$ cat src/rtl/lcd_bringup_pkg.sv
package lcd_bringup_pkg;

  localparam int ENT_IDX_W  = 3;
  localparam int PAR_IDX_W  = 4;
  localparam int PAR_ADDR_W = 5;
  localparam int TBL_A_LEN  = 4;
  localparam int TBL_B_LEN  = 3;

  localparam logic [7:0] CMD_DISP_ON   = 8'h29;
  localparam logic [7:0] CMD_SLEEP_OUT = 8'h11;

  typedef struct packed {
    logic [7:0]            cmd;
    logic [PAR_IDX_W-1:0]  nPar;
    logic [PAR_ADDR_W-1:0] parBase;
    logic [7:0]            dlyMs;
  } entry_t;

  typedef enum logic [2:0] {
    DLY_RST_HI, DLY_RST_LO, DLY_RST_WAIT, DLY_ENTRY, DLY_DISP
  } dlySel_t;

  typedef enum logic [1:0] {
    W_CMD, W_PAR, W_DISPON, W_SLPOUT
  } wordSel_t;

  // strobes from control to datapath
  typedef struct packed {
    logic     ldDly;
    dlySel_t  dlySel;
    logic     capId;
    logic     clrIdx;
    logic     nextEntry;
    logic     nextParam;
    wordSel_t wordSel;
  } dpCmd_t;

  // entry table: table B entries sit behind table A, selected by tblB
  function automatic entry_t entryRom(input logic tblB, input logic [ENT_IDX_W-1:0] idx);
    entry_t e;
    e = '0;
    case ({tblB, idx})
      4'b0_000: e = '{cmd: 8'h36, nPar: 4'd1, parBase: 5'd0, dlyMs: 8'd0};
      4'b0_001: e = '{cmd: 8'h3A, nPar: 4'd1, parBase: 5'd1, dlyMs: 8'd0};
      4'b0_010: e = '{cmd: 8'hE1, nPar: 4'd2, parBase: 5'd2, dlyMs: 8'd20};
      4'b0_011: e = '{cmd: 8'hB4, nPar: 4'd1, parBase: 5'd4, dlyMs: 8'd100};
      4'b1_000: e = '{cmd: 8'hBA, nPar: 4'd1, parBase: 5'd5, dlyMs: 8'd0};
      4'b1_001: e = '{cmd: 8'h13, nPar: 4'd0, parBase: 5'd5, dlyMs: 8'd0};
      4'b1_010: e = '{cmd: 8'hB1, nPar: 4'd3, parBase: 5'd6, dlyMs: 8'd3};
      default:  e = '0;
    endcase
    return e;
  endfunction

  function automatic logic [7:0] parRom(input logic [PAR_ADDR_W-1:0] a);
    logic [7:0] b;
    case (a)
      5'd0:    b = 8'h08;
      5'd1:    b = 8'h66;
      5'd2:    b = 8'h1F;
      5'd3:    b = 8'h20;
      5'd4:    b = 8'h02;
      5'd5:    b = 8'h60;
      5'd6:    b = 8'h00;
      5'd7:    b = 8'h13;
      5'd8:    b = 8'h13;
      default: b = 8'h00;
    endcase
    return b;
  endfunction

endpackage

$ cat src/rtl/lcd_bringup_dp.sv
module lcd_bringup_dp
  import lcd_bringup_pkg::*;
#(
  parameter int         DLY_W        = 16,
  parameter int         RST_HI_MS    = 100,
  parameter int         RST_LO_MS    = 40,
  parameter int         RST_WAIT_MS  = 100,
  parameter int         DISP_WAIT_MS = 100,
  parameter logic [7:0] ID_MATCH     = 8'h80
) (
  input  logic       clk,
  input  logic       rstN,
  input  logic       msTick,
  input  dpCmd_t     cmd,
  input  logic [7:0] rdData,
  output logic       dlyZero,
  output logic       lastEntry,
  output logic       lastParam,
  output logic       hasParams,
  output logic [8:0] xferWord
);

  logic [DLY_W-1:0]     dlyCnt;
  logic [DLY_W-1:0]     dlyLoad;
  logic [ENT_IDX_W-1:0] entIdx;
  logic [PAR_IDX_W-1:0] parIdx;
  logic                 tblB;
  entry_t               ent;

  assign ent = entryRom(tblB, entIdx);

  always_comb begin
    case (cmd.dlySel)
      DLY_RST_HI:   dlyLoad = DLY_W'(RST_HI_MS);
      DLY_RST_LO:   dlyLoad = DLY_W'(RST_LO_MS);
      DLY_RST_WAIT: dlyLoad = DLY_W'(RST_WAIT_MS);
      DLY_ENTRY:    dlyLoad = DLY_W'(ent.dlyMs);
      DLY_DISP:     dlyLoad = DLY_W'(DISP_WAIT_MS);
      default:      dlyLoad = '0;
    endcase
  end

  always_ff @(posedge clk or negedge rstN) begin
    if (!rstN) begin
      dlyCnt <= '0;
      entIdx <= '0;
      parIdx <= '0;
      tblB   <= 1'b0;
    end else begin
      if (cmd.ldDly)
        dlyCnt <= dlyLoad;
      else if (msTick && dlyCnt != '0)
        dlyCnt <= dlyCnt - 1'b1;

      if (cmd.capId)
        tblB <= (rdData != ID_MATCH);

      if (cmd.clrIdx) begin
        entIdx <= '0;
        parIdx <= '0;
      end else if (cmd.nextEntry) begin
        entIdx <= entIdx + 1'b1;
        parIdx <= '0;
      end else if (cmd.nextParam) begin
        parIdx <= parIdx + 1'b1;
      end
    end
  end

  assign dlyZero   = (dlyCnt == '0);
  assign hasParams = (ent.nPar != '0);
  assign lastParam = ((parIdx + PAR_IDX_W'(1)) == ent.nPar);
  assign lastEntry = (entIdx == (tblB ? ENT_IDX_W'(TBL_B_LEN - 1) : ENT_IDX_W'(TBL_A_LEN - 1)));

  always_comb begin
    case (cmd.wordSel)
      W_CMD:    xferWord = {1'b0, ent.cmd};
      W_PAR:    xferWord = {1'b1, parRom(PAR_ADDR_W'(ent.parBase + PAR_ADDR_W'(parIdx)))};
      W_DISPON: xferWord = {1'b0, CMD_DISP_ON};
      default:  xferWord = {1'b0, CMD_SLEEP_OUT};
    endcase
  end

endmodule

$ cat src/rtl/lcd_bringup_ctrl.sv
module lcd_bringup_ctrl
  import lcd_bringup_pkg::*;
(
  input  logic   clk,
  input  logic   rstN,
  input  logic   start,
  input  logic   xferDone,
  input  logic   xferErr,
  input  logic   dlyZero,
  input  logic   lastEntry,
  input  logic   lastParam,
  input  logic   hasParams,
  output dpCmd_t cmd,
  output logic   xferReq,
  output logic   xferRead,
  output logic   panelRst,
  output logic   busy,
  output logic   done,
  output logic   errFlag
);

  typedef enum logic [3:0] {
    S_IDLE, S_RHI, S_RLO, S_RWAIT, S_IDRD,
    S_CMD, S_PAR, S_EDLY, S_DON, S_DWAIT, S_SLP
  } state_t;

  state_t state, nxt;
  logic   rstLine, doneR, errR;

  always_comb begin
    nxt = state;
    cmd = '0;
    case (state)
      S_IDLE: if (start) begin
        nxt = S_RHI;  cmd.ldDly = 1'b1; cmd.dlySel = DLY_RST_HI;
      end
      S_RHI: if (dlyZero) begin
        nxt = S_RLO;  cmd.ldDly = 1'b1; cmd.dlySel = DLY_RST_LO;
      end
      S_RLO: if (dlyZero) begin
        nxt = S_RWAIT; cmd.ldDly = 1'b1; cmd.dlySel = DLY_RST_WAIT;
      end
      S_RWAIT: if (dlyZero) nxt = S_IDRD;
      S_IDRD: if (xferDone) begin
        if (xferErr) nxt = S_IDLE;
        else begin
          nxt = S_CMD; cmd.capId = 1'b1; cmd.clrIdx = 1'b1;
        end
      end
      S_CMD: begin
        cmd.wordSel = W_CMD;
        if (xferDone) begin
          if (hasParams) nxt = S_PAR;
          else begin
            nxt = S_EDLY; cmd.ldDly = 1'b1; cmd.dlySel = DLY_ENTRY;
          end
        end
      end
      S_PAR: begin
        cmd.wordSel = W_PAR;
        if (xferDone) begin
          if (lastParam) begin
            nxt = S_EDLY; cmd.ldDly = 1'b1; cmd.dlySel = DLY_ENTRY;
          end else cmd.nextParam = 1'b1;
        end
      end
      S_EDLY: if (dlyZero) begin
        if (lastEntry) nxt = S_DON;
        else begin
          nxt = S_CMD; cmd.nextEntry = 1'b1;
        end
      end
      S_DON: begin
        cmd.wordSel = W_DISPON;
        if (xferDone) begin
          nxt = S_DWAIT; cmd.ldDly = 1'b1; cmd.dlySel = DLY_DISP;
        end
      end
      S_DWAIT: if (dlyZero) nxt = S_SLP;
      S_SLP: begin
        cmd.wordSel = W_SLPOUT;
        if (xferDone) nxt = S_IDLE;
      end
      default: nxt = S_IDLE;
    endcase
  end

  assign xferReq  = (state == S_IDRD) || (state == S_CMD) || (state == S_PAR) ||
                    (state == S_DON)  || (state == S_SLP);
  assign xferRead = (state == S_IDRD);

  always_ff @(posedge clk or negedge rstN) begin
    if (!rstN) begin
      state   <= S_IDLE;
      rstLine <= 1'b0;
      doneR   <= 1'b0;
      errR    <= 1'b0;
    end else begin
      state <= nxt;
      if (state == S_IDLE && start)      rstLine <= 1'b1;
      else if (state == S_RHI && dlyZero) rstLine <= 1'b0;
      else if (state == S_RLO && dlyZero) rstLine <= 1'b1;

      if (state == S_IDLE && start)        doneR <= 1'b0;
      else if (state == S_SLP && xferDone) doneR <= 1'b1;

      if (state == S_IDLE && start)               errR <= 1'b0;
      else if (xferReq && xferDone && xferErr)    errR <= 1'b1;
    end
  end

  assign panelRst = rstLine;
  assign busy     = (state != S_IDLE);
  assign done     = doneR;
  assign errFlag  = errR;

  // no serial traffic while the reset line is low
  a_r2_quiet_reset: assert property (@(posedge clk) disable iff (!rstN)
    !panelRst |-> !xferReq);

  // busy and done exclusive, done sticky until start
  a_r8_busy_done_excl: assert property (@(posedge clk) disable iff (!rstN)
    busy |-> !done);
  a_r8_done_hold: assert property (@(posedge clk) disable iff (!rstN)
    done && !start |=> done);

  // error flag sticky until start
  a_r10_err_hold: assert property (@(posedge clk) disable iff (!rstN)
    errFlag && !start |=> errFlag);

  // failed identity read aborts to idle
  a_r9_abort: assert property (@(posedge clk) disable iff (!rstN)
    (state == S_IDRD && xferDone && xferErr) |=> (!busy && errFlag && !done));

  // an expired wait leaves the wait state on the next edge
  a_r6_wait_exit: assert property (@(posedge clk) disable iff (!rstN)
    (state == S_EDLY && dlyZero) |=> (state != S_EDLY));

endmodule

$ cat src/rtl/lcd_bringup_seq.sv
module lcd_bringup_seq
  import lcd_bringup_pkg::*;
#(
  parameter int         DLY_W        = 16,
  parameter int         RST_HI_MS    = 100,
  parameter int         RST_LO_MS    = 40,
  parameter int         RST_WAIT_MS  = 100,
  parameter int         DISP_WAIT_MS = 100,
  parameter logic [7:0] ID_MATCH     = 8'h80
) (
  input  logic       clk,
  input  logic       rstN,
  input  logic       msTick,
  input  logic       start,
  output logic       xferReq,
  output logic       xferRead,
  output logic [8:0] xferWord,
  input  logic       xferDone,
  input  logic       xferErr,
  input  logic [7:0] rdData,
  output logic       panelRst,
  output logic       busy,
  output logic       done,
  output logic       errFlag
);

  dpCmd_t dpCmd;
  logic   dlyZero, lastEntry, lastParam, hasParams;

  lcd_bringup_ctrl ctrl_i (
    .clk       (clk),
    .rstN      (rstN),
    .start     (start),
    .xferDone  (xferDone),
    .xferErr   (xferErr),
    .dlyZero   (dlyZero),
    .lastEntry (lastEntry),
    .lastParam (lastParam),
    .hasParams (hasParams),
    .cmd       (dpCmd),
    .xferReq   (xferReq),
    .xferRead  (xferRead),
    .panelRst  (panelRst),
    .busy      (busy),
    .done      (done),
    .errFlag   (errFlag)
  );

  lcd_bringup_dp #(
    .DLY_W        (DLY_W),
    .RST_HI_MS    (RST_HI_MS),
    .RST_LO_MS    (RST_LO_MS),
    .RST_WAIT_MS  (RST_WAIT_MS),
    .DISP_WAIT_MS (DISP_WAIT_MS),
    .ID_MATCH     (ID_MATCH)
  ) dp_i (
    .clk       (clk),
    .rstN      (rstN),
    .msTick    (msTick),
    .cmd       (dpCmd),
    .rdData    (rdData),
    .dlyZero   (dlyZero),
    .lastEntry (lastEntry),
    .lastParam (lastParam),
    .hasParams (hasParams),
    .xferWord  (xferWord)
  );

  // request held with stable word until completion
  a_r12_req_hold: assert property (@(posedge clk) disable iff (!rstN)
    xferReq && !xferDone |=> xferReq && $stable(xferWord) && $stable(xferRead));

endmodule

$ cat config.mk
export PLATFORM = sky130hd
export DESIGN_NAME = lcd_bringup_seq
export DESIGN_NICKNAME = d
export VERILOG_FILES = /design/src/rtl/lcd_bringup_pkg.sv /design/src/rtl/lcd_bringup_dp.sv /design/src/rtl/lcd_bringup_ctrl.sv /design/src/rtl/lcd_bringup_seq.sv
export SDC_FILE = /design/constraint.sdc
export NUM_CORES = 1
export LEC_CHECK = 0
export CELL_PAD_IN_SITES_DETAIL_PLACEMENT = 1
export CELL_PAD_IN_SITES_GLOBAL_PLACEMENT = 2
export CORE_AREA = 2 2 88 90
export CTS_BUF_LIST = sky130_fd_sc_hd__clkbuf_8
export DETAILED_ROUTE_END_ITERATION = 6
export DIE_AREA = 0 0 90 92
export GPL_TIMING_DRIVEN = 0
export PLACE_DENSITY_LB_ADDON = 0.1
export SLEW_MARGIN = 20
export SYNTH_ARGS = -nofsm -noshare
export SYNTH_HDL_FRONTEND = slang
export SYNTH_HIERARCHICAL = 1
export SYNTH_SLANG_ARGS = --single-unit
export TNS_END_PERCENT = 10
$ cat constraint.sdc
create_clock -name clk -period 8.5 [get_ports clk]
set_clock_uncertainty 0.05 [all_clocks]
set_input_delay 1.7 -clock clk [delete_from_list [all_inputs] [get_ports clk]]
set_output_delay 1.7 -clock clk [all_outputs]
set_load 0.01 [all_outputs]
* After elaboration in Yosys (flattened, before gate mapping)
Memories as Yosys holds them, arrays and structs flattened.
Index checks and enable logic that the tools add are counted.
** Cells by class
- Add/subtract/negate cells :: 4
- Equality and inequality tests :: 37
- Multiplexer cells :: 54
- Reduce and logical (&&, ||, !) cells :: 27
** Operators with widths (count)
- $pmux W25 S7 :: 1
- $mux W4 :: 24
- $pmux W4 S11 :: 1
- $mux W16 :: 2
- $pmux W9 S3 :: 1
- $eq A4 B4 Y1 const B :: 6
- $pmux W4 S6 :: 1
- $pmux W8 S3 :: 1
- $eq A4 B2 Y1 const B :: 4
- $eq A4 B3 Y1 const B :: 4
- $logic_not A16 Y1 :: 1
- $reduce_bool A16 Y1 :: 1
- $sub A16 B1 Y16 const B :: 1
- $mux W1 :: 15
- $ne A2 B1 Y1 const B :: 7
- $reduce_and A12 Y1 :: 1
- $ne A2 B2 Y1 const B :: 5
- $mux W3 :: 3
- $eq A4 B1 Y1 const B :: 2
- $logic_not A4 Y1 :: 2
- $mux W8 :: 1
- $ne A8 B8 Y1 const B :: 1
- $reduce_bool A2 Y1 :: 4
- $reduce_bool A4 Y1 :: 2
- 18 further kinds :: 31
** Storage, ports and cells
- Register bits after elaboration :: 31
- Bits in read-only memories :: 112
- Bits of input ports :: 14
- Output and inout bits :: 15
- Logic and storage cells :: 131
- Memories :: 1
** Memory list
- (name not given) :: words 16, width 7, rd ports 1, clocked after Yosys merged registers in 0, wr ports 0, line lcd_bringup_pkg.sv:57 : case (a)

* Depth between registers and ports, before layout
- Depth after elaboration :: 10
- Gate-level depth with buffers :: 15
- Depth with buffers taken out :: 14

* Hierarchy
The synthesis kept the hierarchy.
** By module, submodules not included
- lcd_bringup_dp :: times used 1, cells each 239, area each 2011.9 um2, sequential area each 600.6 um2
- lcd_bringup_ctrl :: times used 1, cells each 85, area each 669.4 um2, sequential area each 175.2 um2

* Worst setup path before layout
OpenSTA, ideal clock, no wires.
- Path kind :: reg2out
- Start point :: register dp_i.entIdx[0]
- End point :: output xferWord[0]
- Arrival time :: 2.931 ns
- Required time :: 6.750 ns
- Path slack :: 3.819 ns
- Cell stages (with the launch flop) :: 13
- Path buffers :: 1
- Path through :: dfrtp_1 -> inv_1 -> ha_1 -> clkbuf_2 -> nand2b_1 -> o32ai_1 -> nor2_1 -> ha_1 -> or2_2 -> o211a_1 -> a2111oi_0 -> nor2_1 -> o21ai_0
** On the way
- Word-level cells in the longest chain between the ends :: 6
- Elaborated cells on any way between the ends :: 12
- Those cells by class :: add/sub (1); eq/ne (6); mux (3); reduce/logical (1); memory (1)
** RTL lines
- start, declared :: line lcd_bringup_dp.sv:25 : logic [ENT_IDX_W-1:0] entIdx;
- start signal, assigned :: line lcd_bringup_dp.sv:62 : entIdx <= entIdx + 1'b1;
- $eq A4 B4 Y1, or another cell as far along :: line lcd_bringup_pkg.sv:42 : case ({tblB, idx})
- $pmux W25 S7 * :: line lcd_bringup_pkg.sv:42
- $add A5 B4 Y5 :: line lcd_bringup_dp.sv:78 : W_PAR: xferWord = {1'b1, parRom(PAR_ADDR_W'(ent.parBase + PAR_ADDR_W'(parIdx)))};
- $mem_v2 Z16 W7
- $mux W8 :: line lcd_bringup_pkg.sv:57
- $pmux W9 S3 * :: line lcd_bringup_dp.sv:76 : case (cmd.wordSel)
- end, declared :: line lcd_bringup_seq.sv:17 : output logic [8:0] xferWord,
Mark *: on every way between the ends. The rest lies on a longest branch, timed or not.

* Final worst setup path
- Start point :: register dp_i.entIdx[0]
- End point :: output xferWord[1]
The elaborated chain is that of the path after synthesis.

==> results.sh <==
export IMPL_synth_top_cell_by_area="dfrtp_1"
export IMPL_clkPwrFrac_pct=15.7
export IMPL_vias=2510
export IMPL_cts_max_level=2
export IMPL_core_region_area_um2=7450
export IMPL_overflow=0
export IMPL_rsz0062_at_grt="false"
export IMPL_syn_nets=351
export IMPL_p_leak_uw=0.00133
export IMPL_r2r_worst_path_cells=14
export IMPL_period_needed_ns=5.77
export IMPL_slew_headroom_pct=45.4
export IMPL_nNetsFinal=387
export IMPL_setup_viol=0
export IMPL_regToRegEndpoint="dp_i/dlyCnt[5]"
export IMPL_seq_area_frac_synth_pct=28.9
export IMPL_drt_iter0_markers=137
export IMPL_io_buffers=27
export IMPL_drive_above_1_share_pct=9.97
export IMPL_netlist_area_um2=2680
export IMPL_p_switching_uw=507
export IMPL_crit_type="reg -> out"
export IMPL_ctsHoldBuffers=0
export IMPL_drc=0
export IMPL_yosys_register_bits=31
export IMPL_grt_pass1_vias=2578
export IMPL_r2r_slack_ns=4.44
export IMPL_cp_endpoint="xferWord[1]"
export IMPL_grt_pass1_wl_um=12800
export IMPL_synth_common_cells="46 x nor2_1, 31 x dfrtp_1, 18 x nand2_1"
export IMPL_cp_data_required_time_ns=6.75
export IMPL_worstPathArrival_ns=4.02
export IMPL_crit_chain="inv_1 > ha_1 > clkbuf_2 > nand2b_1 > o32ai_1 > nor2_1 > ha_1 > or2_2 > o211a_1 > a2111oi_0 > nor2_1 > o21ai_0 > clkdlybuf4s50_1"
export IMPL_powerDensity_nw_per_um2=345
export IMPL_hpwlAfterDp_um=5760
export IMPL_hold_slack_ns=0.456
export IMPL_final_area_um2=3250
export IMPL_hold_violations=0
export IMPL_grt_total_usage_pct=18.9
export IMPL_cts_resized=0
export IMPL_syn_avg_cell_area_um2=8.28
export IMPL_yosys_most_used_dff="dfrtp_1"
export IMPL_cts_tree="built"
export IMPL_die_area_um2=8280
export IMPL_wl_um=7500
export IMPL_area_delta_synth_final_pct=21.1
export IMPL_drv_cap=0
export IMPL_fin_tns_setup_ns=0
export IMPL_path_clk_slew_ns=0.08
export IMPL_viasPerCell=5.42
export IMPL_synth_most_common_cell="nor2_1"
export IMPL_highest_layer="met4"
export IMPL_fp_dieH_um=92
export IMPL_synth_area_leaders="dfrtp_1 29%, nor2_1 6.4%, ha_1 6.1%, xnor2_1 3.6%, xor2_1 3.6%"
export IMPL_std_cell_rows=32
export IMPL_synth_warning_count=6
export IMPL_critPathLaunch="dp_i/entIdx[0]"
export IMPL_cts_buffer_depth=2
export IMPL_die_w_um=90
export IMPL_dp_worst_setup_slack_ns=2.99
export IMPL_wl_per_cell_um=16.2
export IMPL_grt_max_degree=19
export IMPL_cp_start_kind="flip-flop"
export IMPL_antenna_found_initial=0
export IMPL_synth_edff_count=0
export IMPL_met3_length_um=120
export IMPL_intPower_uw=614
export IMPL_layout_setup_ws_ns=2.73
export IMPL_r2r_start="dp_i/entIdx[0]"
export IMPL_worstSetupEndpointType="primary output"
export IMPL_diodes=0
export IMPL_clk_insertion_delay_late_ns=0.28
export IMPL_first_pass_iters=4
export IMPL_cp_slowest_cell="clkdlybuf4s50_1"
export IMPL_gp_congestion=0.823
export IMPL_pwr_share_comb_pct=60.5
export IMPL_seqPwrFrac_pct=23.8
export IMPL_worst_pin_slew_ns=0.817
export IMPL_post_cts_repair_setup_buffers=0
export IMPL_wl_met1_um=3590
export IMPL_postRouteAntennaNets=0
export IMPL_start_util_pct=36.0
export IMPL_met2_length_um=3750
export IMPL_final_max_slew_violation_count=0
export IMPL_netlist_instances=324
export IMPL_final_period_utilization_pct=67.9
export IMPL_ir_drop_mv=0.147
export IMPL_max_stage_delay_ns=0.56
export IMPL_io_pins=29
export IMPL_cts_root_buf="clkbuf_8"
export IMPL_cts_sinks=31
export IMPL_swShare_pct=45.2
export IMPL_hp_class="reg -> reg"
export IMPL_synthArstFlopShare_pct=100
export IMPL_cts_buffers=5
export IMPL_fmax_mhz=173
export IMPL_placed_area_um2=3120
export IMPL_synth_top_cell_area_share_pct=28.9
export IMPL_status="finished clean"
export IMPL_synth_cell_type_count=64
export IMPL_n_fill_cell=917
export IMPL_cp_max_fo=9
[cell usage in the layout (no fill, tap or decap), types with 4 or more instances in the layout]
| cell | count |
|---|---|
| nor2_1 | 46 |
| dfrtp_1 | 31 |
| clkdlybuf4s50_1 | 26 |
| inv_1 | 18 |
| nand2_1 | 18 |
| a21oi_1 | 16 |
| ha_1 | 13 |
| nor3_1 | 12 |
| clkbuf_1 | 11 |
| xnor2_1 | 11 |
| xor2_1 | 11 |
| o21ai_0 | 10 |
| nand2b_1 | 8 |
| a31oi_1 | 8 |
| mux2i_1 | 8 |
| nand3_1 | 6 |
| nand4_1 | 6 |
| clkbuf_8 | 5 |
| o211ai_1 | 5 |
| nor3b_1 | 4 |
| nor2b_1 | 4 |
| nor4_1 | 4 |
| o211a_1 | 4 |
[power by group through the flow]
stage | clock network, µW | registers, µW | logic [µW]
6_report | 176 | 267 | 678
5_1_grt | 186 | 279 | 760
4_1_cts | 182 | 267 | 682
3_5_place_dp | 0 | 270 | 677
3_3_place_gp | 0 | 269 | 664
2_1_floorplan | 0 | 253 | 489
[sequential cells by signal, indices dropped and copies added (netlist names)]
| signal | flops |
|---|---|
| dp_i/dlyCnt | 16 |
| ctrl_i/state | 4 |
| dp_i/parIdx | 4 |
| dp_i/entIdx | 3 |
| ctrl_i/done | 1 |
| ctrl_i/errFlag | 1 |
| ctrl_i/panelRst | 1 |
| dp_i/tblB | 1 |
[metrics by stage]
step,utilization (%),power [µW],cells
after global routing,43.6,1220,463
final,43.6,1120,463
after floorplan,-,742,324
after global placement,41.3,933,453
after detailed placement,41.8,946,455
after CTS,43.6,1130,463
[worst min-delay path by stage]
| stage | from | end | slack, ns | depth (start not counted) |
|---|---|---|---|---|
| finish | ctrl_i/done | ctrl_i/done | 0.46 | 2 |
| detailed placement | ctrl_i/done | ctrl_i/done | 0.45 | 2 |
| global route | ctrl_i/done | ctrl_i/done | 0.52 | 2 |
| CTS | ctrl_i/done | ctrl_i/done | 0.47 | 2 |
| floorplan | dp_i/dlyCnt[14] | dp_i/dlyCnt[14] | 0.46 | 2 |
| global placement | ctrl_i/errFlag | ctrl_i/errFlag | 0.43 | 2 |
[metal layers]
layer / vias to the layer above / global-route usage, %
li1: 1248 / -
met1: 1245 / 24.7
met2: 15 / 34.3
met3: 2 / 2.55
met4: 0 / 2.31
met5: - / 0
[logic make-up after synthesis]
logic type / Yosys count / share of synthesized area [%]
multiplexers: 11 / 4.25
adder cells (fa/ha/maj): 13 / 6.07
flip-flops: 31 / 28.9
AND/OR/NAND/NOR: 134 / 26.5
XOR/XNOR: 22 / 7.19
buffers and inverters: 35 / 5.60
AO/OA/AOI/OAI: 78 / 21.5
[worst max-delay path: cells and delay by family (launching register included)]
family / cells / cell delay (ns)
flip-flops: 1 / 0.45
buffers and inverters: 3 / 0.83
adder cells (fa/ha/maj): 2 / 0.56
AND/OR/NAND/NOR: 4 / 0.76
AO/OA/AOI/OAI: 4 / 1.14
[final cells by class]
type	count	area, µm²	share of cell area (%)
multi-input combinational	258	1760	54.2
sequential	31	776	23.9
timing repair buffer	29	300	9.24
tap	102	128	3.93
buffer	18	86.3	2.66
clock buffer	5	68.8	2.12
clock inverter	3	63.8	1.96
inverter	17	63.8	1.96
Power figures use the tool's default switching activity.
